==> src/rtl/pm_pkg.sv <==
package pm_pkg;

   // Direction of the segment rotation selected by the two positions.
   typedef enum logic [1:0] {
      MV_NONE = 2'd0,   // output equals input
      MV_BACK = 2'd1,   // insertion before removal: segment slides later
      MV_FWD  = 2'd2    // insertion after removal: segment slides earlier
   } move_e;

endpackage

==> src/rtl/pm_pos_decode.sv <==
module pm_pos_decode
   import pm_pkg::*;
#(
   parameter int N     = 8,
   parameter int IDX_W = 3,
   parameter int POS_W = 4
) (
   input  logic             mut_en,
   input  logic [POS_W-1:0] rem_pos,
   input  logic [POS_W-1:0] ins_pos,
   output move_e            kind,
   output logic [IDX_W-1:0] rem_idx,
   output logic [IDX_W-1:0] ins_idx,
   output logic             range_err
);

   localparam logic [POS_W-1:0] POS_MAX = POS_W'(N);
   localparam logic [POS_W-1:0] POS_ONE = POS_W'(1);

   logic rem_ok, ins_ok;

   always_comb begin
      rem_ok    = (rem_pos != '0) && (rem_pos <= POS_MAX);
      ins_ok    = (ins_pos != '0) && (ins_pos <= POS_MAX);
      rem_idx   = IDX_W'(rem_pos - POS_ONE);
      ins_idx   = IDX_W'(ins_pos - POS_ONE);
      range_err = mut_en && !(rem_ok && ins_ok);
      kind      = MV_NONE;
      if (mut_en && rem_ok && ins_ok) begin
         if (ins_pos < rem_pos)      kind = MV_BACK;
         else if (ins_pos > rem_pos) kind = MV_FWD;
      end
   end

endmodule

==> src/rtl/pm_lane.sv <==
module pm_lane
   import pm_pkg::*;
#(
   parameter int IDX_W = 3,
   parameter int J     = 0
) (
   input  move_e            kind,
   input  logic [IDX_W-1:0] rem_idx,
   input  logic [IDX_W-1:0] ins_idx,
   input  logic [IDX_W-1:0] self_v,
   input  logic [IDX_W-1:0] prev_v,
   input  logic [IDX_W-1:0] next_v,
   input  logic [IDX_W-1:0] picked_v,
   output logic [IDX_W-1:0] out_v
);

   localparam logic [IDX_W-1:0] J_I = IDX_W'(J);

   always_comb begin
      out_v = self_v;
      if (kind != MV_NONE) begin
         if (J_I == ins_idx)
            out_v = picked_v;
         else if (kind == MV_BACK && J_I > ins_idx && J_I <= rem_idx)
            out_v = prev_v;
         else if (kind == MV_FWD && J_I >= rem_idx && J_I < ins_idx)
            out_v = next_v;
      end
   end

endmodule

==> src/rtl/perm_mutator.sv <==
module perm_mutator
   import pm_pkg::*;
#(
   parameter int N     = 8,
   parameter int IDX_W = (N > 1) ? $clog2(N) : 1,
   parameter int POS_W = $clog2(N + 1)
) (
   input  logic               clk,
   input  logic               rst_n,
   input  logic               start,
   input  logic               mut_en,
   input  logic [N*IDX_W-1:0] chrom_in,
   input  logic [POS_W-1:0]   rem_pos,
   input  logic [POS_W-1:0]   ins_pos,
   output logic               done,
   output logic [N*IDX_W-1:0] chrom_out,
   output logic               pos_err
);

   localparam int FLAT_W = N * IDX_W;

   // Elaboration-time parameter checks
   if (N < 2) begin : g_bad_n
      $error("perm_mutator: N must be at least 2");
   end
   if ((1 << IDX_W) < N) begin : g_bad_idx
      $error("perm_mutator: IDX_W too narrow for N");
   end
   if ((1 << POS_W) <= N) begin : g_bad_pos
      $error("perm_mutator: POS_W too narrow for N");
   end

   move_e            kind;
   logic [IDX_W-1:0] rem_idx, ins_idx;
   logic             range_err;
   logic [IDX_W-1:0] src   [N];
   logic [IDX_W-1:0] picked;
   logic [FLAT_W-1:0] mutated;

   pm_pos_decode #(.N(N), .IDX_W(IDX_W), .POS_W(POS_W)) u_dec (
      .mut_en   (mut_en),
      .rem_pos  (rem_pos),
      .ins_pos  (ins_pos),
      .kind     (kind),
      .rem_idx  (rem_idx),
      .ins_idx  (ins_idx),
      .range_err(range_err)
   );

   for (genvar k = 0; k < N; k++) begin : g_unpack
      assign src[k] = chrom_in[k*IDX_W +: IDX_W];
   end

   assign picked = src[rem_idx];

   for (genvar j = 0; j < N; j++) begin : g_lane
      logic [IDX_W-1:0] prev_v, next_v;
      if (j == 0) begin : g_first
         assign prev_v = src[j];
      end else begin : g_prev
         assign prev_v = src[j-1];
      end
      if (j == N - 1) begin : g_last
         assign next_v = src[j];
      end else begin : g_next
         assign next_v = src[j+1];
      end
      pm_lane #(.IDX_W(IDX_W), .J(j)) u_lane (
         .kind    (kind),
         .rem_idx (rem_idx),
         .ins_idx (ins_idx),
         .self_v  (src[j]),
         .prev_v  (prev_v),
         .next_v  (next_v),
         .picked_v(picked),
         .out_v   (mutated[j*IDX_W +: IDX_W])
      );
   end

   always_ff @(posedge clk or negedge rst_n) begin
      if (!rst_n) begin
         done      <= 1'b0;
         chrom_out <= '0;
         pos_err   <= 1'b0;
      end else begin
         done <= start;
         if (start) begin
            chrom_out <= mutated;
            pos_err   <= range_err;
         end
      end
   end

   // done pulses exactly one cycle after start
   a_r1_done_after_start: assert property (@(posedge clk) disable iff (!rst_n)
      start |=> done);
   a_r1_no_spurious_done: assert property (@(posedge clk) disable iff (!rst_n)
      !start |=> !done);
   // result holds without start
   a_r2_hold: assert property (@(posedge clk) disable iff (!rst_n)
      !start |=> ($stable(chrom_out) && $stable(pos_err)));
   // disabled mutation passes input through, no error
   a_r7_bypass: assert property (@(posedge clk) disable iff (!rst_n)
      (start && !mut_en) |=> (chrom_out == $past(chrom_in) && !pos_err));
   // out-of-range position passes through and flags
   a_r8_range: assert property (@(posedge clk) disable iff (!rst_n)
      (start && mut_en && (rem_pos == '0 || ins_pos == '0 ||
        rem_pos > POS_W'(N) || ins_pos > POS_W'(N)))
      |=> (chrom_out == $past(chrom_in) && pos_err));
   // equal positions leave chromosome unchanged
   a_r6_equal: assert property (@(posedge clk) disable iff (!rst_n)
      (start && rem_pos == ins_pos) |=> (chrom_out == $past(chrom_in)));

endmodule

==> config.mk <==
export PLATFORM = sky130hd
export DESIGN_NAME = perm_mutator
export DESIGN_NICKNAME = d
export VERILOG_FILES = /design/src/rtl/pm_pkg.sv /design/src/rtl/pm_pos_decode.sv /design/src/rtl/pm_lane.sv /design/src/rtl/perm_mutator.sv
export SDC_FILE = /design/constraint.sdc
export NUM_CORES = 1
export LEC_CHECK = 0
export BUFFER_PORTS_ARGS = -buffer_cell sky130_fd_sc_hd__buf_2
export CAP_MARGIN = 30
export CORE_UTILIZATION = 55
export DETAILED_ROUTE_END_ITERATION = 10
export GPL_TIMING_DRIVEN = 0
export PLACE_DENSITY = 0.85
export SYNTH_ARGS = -nofsm -noshare
export SYNTH_HDL_FRONTEND = slang
export SYNTH_SLANG_ARGS = --single-unit
==> constraint.sdc <==
create_clock -name clk -period 1 [get_ports clk]
set_input_delay 0.1 -clock clk [delete_from_list [all_inputs] [get_ports clk]]
set_output_delay 0.1 -clock clk [all_outputs]
set_load 0.02 [all_outputs]
==> metrics.txt, run 1 <==
placed cells 437; Die X-Extent 71.1 um; final RePlAce weighted congestion 0.943; largest net degree at the start of global routing 27; number of CTS-inserted buffers 3; Worst EP Category sequential cell input; gr usage total 68.5%; Synth Register Bits 26; Remaining Overflow, GRT 4; status stopped before the end; std cell rows 24; htree depth 1; Stop stage global routing; number of synthesized flops with an enable pin 0; I/O pin cnt 62; Sink Count 26; First Err [ERROR GRT-0232] Routing congestion too high. Check the congestion heatmap in the GUI.; die height 71.1 um; Mapped Nets 372; Synth async-reset ratio 100%; clk root buf clkbuf_8; Mapped Cells 324; Synth cell types 57; Initial Util 58.6%; Crit. endpoint post-GRT repair chrom_out[15]$_DFFE_PN0P_/D; YS warnings 0; mapped cell area 2620 sq um; Mean Syn Cell Area 8.10 sq um; main flop type after synthesis dfrtp_1; Buffers on Ports 61; DPL Wire Length 6.77 mm; post-synthesis sequential area ratio 24.8%; Clock Path Buffers 2
[Yosys cell counts (2+ instances only)]
cell	count	area [sq um]
nor2_1	29	109
nand2_1	27	101
dfrtp_1	26	651
mux2i_1	25	250
clkbuf_1	20	75.1
a21oi_1	16	80.1
o21ai_0	16	80.1
and3_1	14	87.6
inv_1	14	52.6
ha_1	12	150
nand3_1	10	50.1
a211o_1	9	78.8
o221ai_1	9	78.8
mux2_2	8	90.1
o22ai_1	8	50.1
a31oi_1	6	37.5
nor3_1	6	30.0
nor2b_1	5	31.3
a41oi_1	4	35.0
o211ai_1	4	30.0
or3_1	4	25.0
o21ai_1	3	15.0
o311ai_1	3	26.3
or4_1	3	22.5
a2bb2oi_1	2	17.5
and2_1	2	12.5
and4_1	2	17.5
buf_2	2	10.0
nand2b_1	2	12.5
nand3b_1	2	15.0
nand4_1	2	12.5
o2111ai_1	2	17.5
or4b_1	2	20.0
xnor2_1	2	17.5
[per-stage QoR]
| stage | hold slack [ps] | util [%] | setup WS (ps) | cell area, sq um |
|---|---|---|---|---|
| CTS | 135 | 85.9 | -1220 | 3840 |
| global placement | 115 | 72.0 | -1760 | 3220 |
| detailed placement | 143 | 72.0 | -1790 | 3220 |
| floorplan | -196 | - | -1190 | 2850 |
[logic make-up after synthesis]
logic type | after synthesis | share of synthesized area (%)
compound gates | 93 | 24.5
xor+xnor | 4 | 1.91
fa+ha+maj | 12 | 5.72
buf+inv | 36 | 5.25
flops | 26 | 24.8
mux | 33 | 13.0
simple gates | 120 | 24.9
[layer usage]
| layer | GRT usage [%] | overflow |
|---|---|---|
| met3 | 49.3 | 0 |
| met4 | 65.3 | 3 |
| met5 | 11.1 | 0 |
| met1 | 68.4 | 0 |
| met2 | 90.6 | 1 |
[repair_timing]
| item | in CTS |
|---|---|
| setup endpoints to repair | 25 |
| endpoints found under the hold margin | 27 |
| gates cloned | 2 |
| setup buffers | 35 |
| resized for setup | 58 |
| hold buffers | 2 |
| pin swaps | 21 |
==> run 2, diff against run 1 <==
CORE_UTILIZATION = 40   (was 55)
PLACE_DENSITY = not set   (was 0.85)
PLACE_DENSITY_LB_ADDON = 0.15   (was not set)
==> run 2 against run 1 <==
Synthesized cell count is the same. The flow now finishes, with violations (setup timing). Area after synthesis unchanged.
==> metrics.txt, run 2 <==
status finished, violations left; failing checks setup timing; top cell type's share of synthesized area 24.8% (unchanged); worst setup margin -1170 ps; setup slack, reg-to-reg 160 ps; std cell rows 29 (+21%); Buf+Inv Stages, Crit Path 4; top post-synthesis cells by count 29 x nor2_1, 27 x nand2_1, 26 x dfrtp_1; synth top area cells dfrtp_1 25%, mux2i_1 9.5%, ha_1 5.7%; Initial Util 41.3% (-17 points); Critical Path Fanout Max 4; Core Box Area 6350 sq um; WHS 125 ps; YS warnings 0 (unchanged); post-layout util 64.6%; htree depth 1 (unchanged); Synth cell types 57 (unchanged); TritonCTS clock tree built; Final Power 3.91 mW; most frequent CP cell buf_8; diode count 0; max-cap viol count 0; share of layout cells above drive strength 1 46.2%; number of synthesized flops with an enable pin 0 (unchanged); fin crit share 217%; commonest non-fill, non-tap cells in the layout 57 x buf_2, 38 x buf_4, 26 x dfrtp_1, 25 x mux2i_1, 25 x nor2_1; met3 WL 862 um; Reg clk slew, reported paths 90 ps; worst vdd ir 0.579 mV; critical path type primary input to register; number of flip-flops in the largest register 24; DR WL/cell 20.2 um; Buffers on Ports 61 (unchanged); gr usage total 29.0%; die height 83.0 um (+17%); uppermost layer routed met4; Synth async-reset ratio 100% (unchanged); dpl cell area 3250 sq um (+0.97%); nets@finish 485; DRT antenna net count 0; DPL Wire Length 6.91 mm (+2.1%); CP top delay family simple AND/OR/NAND/NOR gates; # setup viols final 25; worst path required time 1170 ps; total wire length 10.4 mm; Mapped Cells 324 (unchanged); critical path launch point type primary input; Iter 0 DRT Violations 416; Tmin final 2170 ps; M1 WL 4.22 mm; placed cells 462 (+5.7%); crit end category register; post-synthesis sequential area ratio 24.8% (unchanged); DRC errors left 0; clk root buf clkbuf_8; I/O pin cnt 62 (unchanged); Biggest register chrom_out; design area 4100 sq um; mapped cell area 2620 sq um (unchanged); die footprint 6890 sq um; final RePlAce weighted congestion 0.913 (-3.1%); slowest stage delay, CP 610 ps; Worst EP arrival 2350 ps; P_leak 1.80 nW; number of CTS-inserted buffers 3 (unchanged); crit-path cells buf_8 -> buf_8 -> clkbuf_16 -> clkinv_8 -> ha_4 -> nor2b_4 -> xnor2_4 -> nand4_4 -> or4_4 -> o311ai_2 -> a21oi_1 -> a211o_1; Remaining Overflow, GRT 0; power density cells 954 nW/um^2; Clock Path Buffers 2 (unchanged); worst setup path endpoint chrom_out[12]$_DFFE_PN0P_; top-count cell post-synth nor2_1; commonest non-fill, non-tap cell in the layout buf_2; antenna violations before repair 0; final hold violation count 0; crit path launch rem_pos[0]; main flop type after synthesis dfrtp_1; Reg2Reg Depth 1; CP max-delay cell or4_4; Via density 6.37; Synth Register Bits 26 (unchanged); Mapped Nets 372 (unchanged); Slew Limit Fails 0; Mean Syn Cell Area 8.10 sq um (unchanged); vias in the first global route 3,210; Non-Filler Instances 512; filler cell count 518; Slew @ Worst Pin 662 ps; RSZ-0062 raised after global routing yes; reg2reg start chrom_out[21]$_DFFE_PN0P_; Top Registers chrom_out x24, done x1, pos_err x1; worst skew pair latency 270 ps; final worst clock skew 0 ps; Sink Count 26 (unchanged); first-pass GRT wire length 16.0 mm; routed length on met2 4.90 mm; reg2reg end chrom_out[21]$_DFFE_PN0P_; max_slew headroom 55.9%; Die X-Extent 83.0 um (+17%); Max Freq 460 MHz; drt first pass iters 5; largest net degree at the start of global routing 27; Area Growth Syn to Fin 56.3%; leading area contributor after synthesis dfrtp_1; worst hold path type primary input to register; Levels on crit path 12; routed vias 3,262
## run 2: cell counts after synthesis
No cell type changed its count.
## run 2: how the worst min path moves through the flow
stage	start	endpoint	cells past startpoint
final	chrom_in[22]	chrom_out[22]$_DFFE_PN0P_	3
after global routing	chrom_in[22]	chrom_out[22]$_DFFE_PN0P_	3
after CTS	chrom_in[22]	chrom_out[22]$_DFFE_PN0P_	3
after detailed placement	rst_n	chrom_out[23]$_DFFE_PN0P_	1
after global placement	rst_n	pos_err$_DFFE_PN0P_	1
after floorplan	rst_n	chrom_out[0]$_DFFE_PN0P_	0
## run 2: layer usage
layer  GRT usage (%)  vias to the layer above
met5               0                        -
met1            37.8                     1554
met3            4.08                       32
li1                -                     1457
met2            46.6                      219
met4            14.9                        0
## run 2: cell type report
| class | count | area (sq um) | area share (%) |
|---|---|---|---|
| multi-input combinational | 262 | 2270 | 55.5 |
| timing repair buffer | 111 | 762 | 18.6 |
| sequential | 26 | 651 | 15.9 |
| buffer | 19 | 200 | 4.88 |
| tap | 77 | 96.3 | 2.35 |
| inverter | 14 | 75.1 | 1.83 |
| clock buffer | 3 | 41.3 | 1.01 |
## run 2: kinds of logic after synthesis
group	after synthesis	synth area share, %
simple gates	120	24.9
compound gates	93	24.5
buf+inv	36	5.25
mux	33	13.0
flops	26	24.8
fa+ha+maj	12	5.72
xor+xnor	4	1.91
## run 2: where the power goes
group / switching (mW) / total [mW] / internal, mW
Combinational: 1.18 / 2.08 / 0.901
Clock: 0.332 / 0.602 / 0.270
Sequential: 0.0600 / 1.23 / 1.17
## run 2: stage by stage
step | TNS [ps] | worst slack [ps]
global placement | -39290 | -1750
finish | -26790 | -1170
detailed placement | -39130 | -1730
global route | -28410 | -1230
floorplan | -26800 | -1190
CTS | -25820 | -1140
## run 2: what timing repair did
item                                    4_1_cts  5_1_grt
buffers inserted                             57       11
hold buffers                                  2        0
endpoints found under the hold margin        27        0
resized for setup                            71       29
endpoints found under the setup margin       25       25
pin swaps                                    33       25
cloned                                        1        0
Note: power is estimated with default switching activity, not from simulation.
